`config.mk`:
```
export PLATFORM = sky130hd
export DESIGN_NAME = onoff_gate
export DESIGN_NICKNAME = d
export VERILOG_FILES = /design/src/rtl/onoff_gate_pkg.sv /design/src/rtl/onoff_gate_ctrl.sv /design/src/rtl/onoff_gate_dp.sv /design/src/rtl/onoff_gate.sv
export SDC_FILE = /design/constraint.sdc
export NUM_CORES = 1
export LEC_CHECK = 0
export BUFFER_PORTS_ARGS = -buffer_cell sky130_fd_sc_hd__buf_4
export CAP_MARGIN = 30
export CORE_AREA = 3 3 40 42
export DETAILED_ROUTE_END_ITERATION = 8
export DIE_AREA = 0 0 43 45
export HOLD_SLACK_MARGIN = 0.12
export PLACE_DENSITY_LB_ADDON = 0.1
export SYNTH_ARGS = -nofsm -noshare
export SYNTH_HDL_FRONTEND = slang
export SYNTH_SLANG_ARGS = --single-unit
export TNS_END_PERCENT = 1
```
`constraint.sdc`:
```
create_clock -name clk -period 2.5 [get_ports clk]
set_input_delay 0.125 -clock clk [delete_from_list [all_inputs] [get_ports clk]]
set_output_delay 0.125 -clock clk [all_outputs]
set_load 0.05 [all_outputs]
```
`src/rtl/onoff_gate_pkg.sv`:
```
package onoff_gate_pkg;
  typedef struct packed {
    logic turnOn;
    logic turnOff;
  } gateStrobe_t;
endpackage

```
`src/rtl/onoff_gate_ctrl.sv`:
```
module onoff_gate_ctrl
  import onoff_gate_pkg::*;
(
  input  logic        clk,
  input  logic        rstN,
  input  logic        cycleStart,
  input  logic        dutyWin,
  input  logic        fbEnable,
  input  logic        curLimit,
  input  logic        railLow,
  input  logic        railReady,
  input  logic        railOver,
  input  logic        shuntExcess,
  input  logic        railCollapsed,
  input  logic        tempHot,
  input  logic        tempCooled,
  input  logic        gateOn,
  input  logic        blanking,
  output gateStrobe_t strobe
);
  logic uvLock, ovLatch, thermLock, protOk;

  // undervoltage lockout: engaged from reset, hysteretic
  always_ff @(posedge clk or negedge rstN) begin
    if (!rstN)          uvLock <= 1'b1;
    else if (railLow)   uvLock <= 1'b1;
    else if (railReady) uvLock <= 1'b0;
  end

  // overvoltage latch: clear has priority
  always_ff @(posedge clk or negedge rstN) begin
    if (!rstN)                          ovLatch <= 1'b0;
    else if (railCollapsed)             ovLatch <= 1'b0;
    else if (railOver && shuntExcess)   ovLatch <= 1'b1;
  end

  // thermal shutdown: hot has priority
  always_ff @(posedge clk or negedge rstN) begin
    if (!rstN)           thermLock <= 1'b0;
    else if (tempHot)    thermLock <= 1'b1;
    else if (tempCooled) thermLock <= 1'b0;
  end

  assign protOk = !uvLock && !ovLatch && !thermLock;

  always_comb begin
    strobe.turnOn  = cycleStart && fbEnable && dutyWin && protOk;
    strobe.turnOff = gateOn && (!dutyWin || !protOk || (curLimit && !blanking));
  end

  p_start_only_r2: assert property (@(posedge clk) disable iff (!rstN)
    $rose(gateOn) |-> $past(cycleStart && fbEnable));
  p_duty_end_r4: assert property (@(posedge clk) disable iff (!rstN)
    !dutyWin |=> !gateOn);
  p_blank_hold_r6: assert property (@(posedge clk) disable iff (!rstN)
    (gateOn && blanking && dutyWin && protOk) |=> gateOn);
  p_uv_hold_r7: assert property (@(posedge clk) disable iff (!rstN)
    (uvLock && !railReady) |=> uvLock);
  p_ov_hold_r8: assert property (@(posedge clk) disable iff (!rstN)
    (ovLatch && !railCollapsed) |=> ovLatch);
  p_therm_hold_r9: assert property (@(posedge clk) disable iff (!rstN)
    (thermLock && !tempCooled) |=> thermLock);
  p_fault_off_r10: assert property (@(posedge clk) disable iff (!rstN)
    !protOk |=> !gateOn);
endmodule

```
`src/rtl/onoff_gate_dp.sv`:
```
module onoff_gate_dp
  import onoff_gate_pkg::*;
#(
  parameter int BLANK_CYCLES = 4
) (
  input  logic        clk,
  input  logic        rstN,
  input  gateStrobe_t strobe,
  output logic        gateOn,
  output logic        blanking
);
  localparam int CW = $clog2(BLANK_CYCLES + 1);
  localparam logic [CW-1:0] BLANK_LIM = CW'(BLANK_CYCLES);

  logic [CW-1:0] blankCnt;

  always_ff @(posedge clk or negedge rstN) begin
    if (!rstN) begin
      gateOn   <= 1'b0;
      blankCnt <= '0;
    end else if (strobe.turnOn) begin
      gateOn   <= 1'b1;
      blankCnt <= '0;
    end else begin
      if (strobe.turnOff) gateOn <= 1'b0;
      if (gateOn && blankCnt < BLANK_LIM) blankCnt <= blankCnt + 1'b1;
    end
  end

  assign blanking = gateOn && (blankCnt < BLANK_LIM);

  p_blank_bound_r6: assert property (@(posedge clk) disable iff (!rstN)
    blankCnt <= BLANK_LIM);
  p_restart_clear_r6: assert property (@(posedge clk) disable iff (!rstN)
    strobe.turnOn |=> (blankCnt == '0));
endmodule

```
`src/rtl/onoff_gate.sv`:
```
module onoff_gate
  import onoff_gate_pkg::*;
#(
  parameter int BLANK_CYCLES = 4
) (
  input  logic clk,
  input  logic rstN,
  input  logic cycleStart,
  input  logic dutyWin,
  input  logic fbEnable,
  input  logic curLimit,
  input  logic railLow,
  input  logic railReady,
  input  logic railOver,
  input  logic shuntExcess,
  input  logic railCollapsed,
  input  logic tempHot,
  input  logic tempCooled,
  output logic gateOn
);
  gateStrobe_t strobe;
  logic        blanking;

  onoff_gate_ctrl uCtrl (
    .clk, .rstN, .cycleStart, .dutyWin, .fbEnable, .curLimit,
    .railLow, .railReady, .railOver, .shuntExcess, .railCollapsed,
    .tempHot, .tempCooled, .gateOn, .blanking, .strobe
  );

  onoff_gate_dp #(.BLANK_CYCLES(BLANK_CYCLES)) uDp (
    .clk, .rstN, .strobe, .gateOn, .blanking
  );
endmodule

```
==> results.md <==
* Status: completed
* P_int at 232 uW
* RSZ-0062 raised after global routing: no
* Initial DRC Count at 3
* Sw frac at 24.1%
* Crit end category: register
* Cell Pwr Density at 599 mW/mm^2
* Setup TNS at 0 ns
* Max-slew violations at 0
* Htree depth at 1
* # rows at 13
* Placed instance area at 423 sq um
* Global-route wire length before repair at 1.12 mm
* TritonRoute pass-1 iters at 2
* Fin crit period at 1.29 ns
* Vias in the first global route at 284
* Post-CTS setup buffer count at 0
* Startpoint Class: input pin
* Fmax at 0.776 GHz
* CTS Buf Count at 3
* # setup viols final at 0
* Placer Congestion at 0.690
* CTS tree: done
* Share of power burned in registers at 48.0%
* Share of layout cells above drive strength 1 at 39.2%
* Max-Cap Viols at 0
* Clock Power Share at 33.2%
* WP data required at 2.67 ns
* Final WL at 551 um
* Area Overhead vs Synth at 66.1%
* Comb pwr share at 18.8%
* Rel. slew slack at 91.5%
* Layout Nets at 66
* Avg Inst Size Synth at 10.9 sq um
* DRC violations left at 0
* Critical path type: input pin to register
* Register area share after synthesis at 57.6%
* Initial antenna violation count at 0
* CP max FO at 1
* Worst R2R Start: uCtrl.uvLock$_DFFE_PN1P_
* Core ar. at 0.00128 sq mm
* Die Wd at 43 um
* Gr ovfl total at 0
* Switching pwr at 73.6 uW
* Setup Skew at 0.00521 ns
* I/O pin total at 14
* Hold Crit Class: input pin to register
* Worst setup margin at 1.21 ns
* Post-route cell area at 509 sq um
* Post-DP HPWL at 464 um
* Pre-CTS setup slack at 1.29 ns
* Origin of the worst setup path: railLow
* Largest net degree at the start of global routing at 8
* DR vias/cell at 3.97
* Leak at 0.254 nW
* Clock latency at the later pin of the worst-skew pair at 0.25 ns
* Hold Fails Final Rpt at 0
* Reg clk slew, reported paths at 0.05 ns
* CTS max path bufs at 2
* Syn. warnings at 0
* FF+latch count, synth at 7
* Synth unique cells at 14
* Diode count at 0
* WP data arrival at 1.46 ns
* Post-route clock period utilization at 51.5%
* Initial Util at 23.9%
* Hold_ws at 0.140 ns
* Detail Route Antenna Nets at 0
* Die Y at 45 um
* Die Footprint at 0.00194 sq mm
* Input/output buffers at 13
* Gr usage total at 8.05%
* Cells after synthesis at 28
* Actual slew at the worst max-slew pin at 0.125 ns
* Vias at 262
* Post_cts resized at 0
* VDD IR max at 328 uV
* Cts hold-fix bufs at 6
* Syn Nets at 42
* WL per Instance at 8.35 um
* Sink Count at 7
* Hold_sp: curLimit
* Syn Std Cell Area at 307 sq um
* CTS Root Cell: clkbuf_4
==> state kept, by name, indices dropped and copies added, names as in the netlist <==
register / flops
uCtrl.ovLatch: 1
uDp.gateOn: 1
uCtrl.uvLock: 1
uDp.blankCnt: 3
uCtrl.thermLock: 1
==> through the flow <==
stage	power, mW	utilization (%)	instances
finish	0.305	39.6	66
global route	0.338	39.6	66
CTS	0.312	39.6	66
detailed placement	0.201	32.9	56
global placement	0.198	32.9	56
floorplan	0.176	-	28
==> cells in the mapped netlist <==
library cell  n  share of area (%)
or4b_4        1                4.5
or2_0         1                2.0
dfrtp_1       6                 49
nor2_4        1                3.7
nand2_1       4                4.9
nor2_1        3                3.7
ha_1          1                4.1
a21oi_1       4                6.5
nand2b_1      1                2.0
inv_1         2                2.4
mux2i_1       1                3.3
dfstp_2       1                8.6
a21o_1        1                2.4
a21o_2        1                2.9
==> cell families (layout without fill, tap and decap cells) <==
family | after synthesis | after routing | synth area share, %
and+or+nand+nor | 11 | 11 | 20.8
adders and majority gates | 1 | 1 | 4.08
muxes | 1 | 1 | 3.27
AOI/OAI and AO/OA | 6 | 6 | 11.8
buffers and inverters | 2 | 25 | 2.45
DFF | 7 | 7 | 57.6
==> placed cells by master, fill, tap and decap left out <==
master,Yosys,routed
a21o_1,1,1
dfstp_2,1,1
a21oi_1,4,4
mux2i_1,1,1
or4b_4,1,1
buf_4,0,13
dlygate4sd3_1,0,6
a21o_2,1,1
nand2_1,4,4
dfrtp_1,6,6
inv_1,2,2
clkbuf_1,0,1
ha_1,1,1
or2_0,1,1
clkbuf_4,0,3
nor2_4,1,1
nor2_1,3,3
nand2b_1,1,1
==> routing by layer <==
metal,vias to the layer above,global-route usage (%),part of all wire (%)
li1,138,-,-
met1,108,8.87,36
met2,14,12.0,48
met3,2,3.19,13
met4,0,7.23,2.5
met5,-,0,0
==> worst paths after layout <==
| check | end | slack [ns] | depth (start not counted) |
|---|---|---|---|
| max in group asynchronous | uCtrl.uvLock$_DFFE_PN1P_ | 2.08 | 2 |
| setup reg to reg | uCtrl.uvLock$_DFFE_PN1P_ | 1.27 | 2 |
| hold reg to reg | uCtrl.thermLock$_DFFE_PN0P_ | 0.49 | 1 |
| hold / removal | uDp.gateOn$_DFFE_PN0P_ | 0.14 | 4 |
| setup / recovery | uCtrl.uvLock$_DFFE_PN1P_ | 1.21 | 4 |
| min in group asynchronous | uCtrl.thermLock$_DFFE_PN0P_ | 0.21 | 2 |
==> cell type report <==
type	instances	area [sq um]
multi-input cells	19	123
repair buffers	19	158
inverters	2	7.51
well taps	15	18.8
clock buffers	4	26.3
flip-flops and latches	7	176
fillers	144	776
==> critical path: stages <==
cell and delay (ns):
dlygate4sd3_1 0.53, buf_4 0.13, a21o_1 0.13, dlygate4sd3_1 0.55
==> power groups by stage <==
stage / registers (mW) / logic [mW] / clock network, mW
final: 0.146 / 0.0575 / 0.101
after global routing: 0.152 / 0.0676 / 0.119
after CTS: 0.147 / 0.0593 / 0.105
after detailed placement: 0.149 / 0.0513 / 0
after global placement: 0.148 / 0.0506 / 0
after floorplan: 0.146 / 0.0293 / 0
Note: power is estimated with default switching activity, not from simulation.
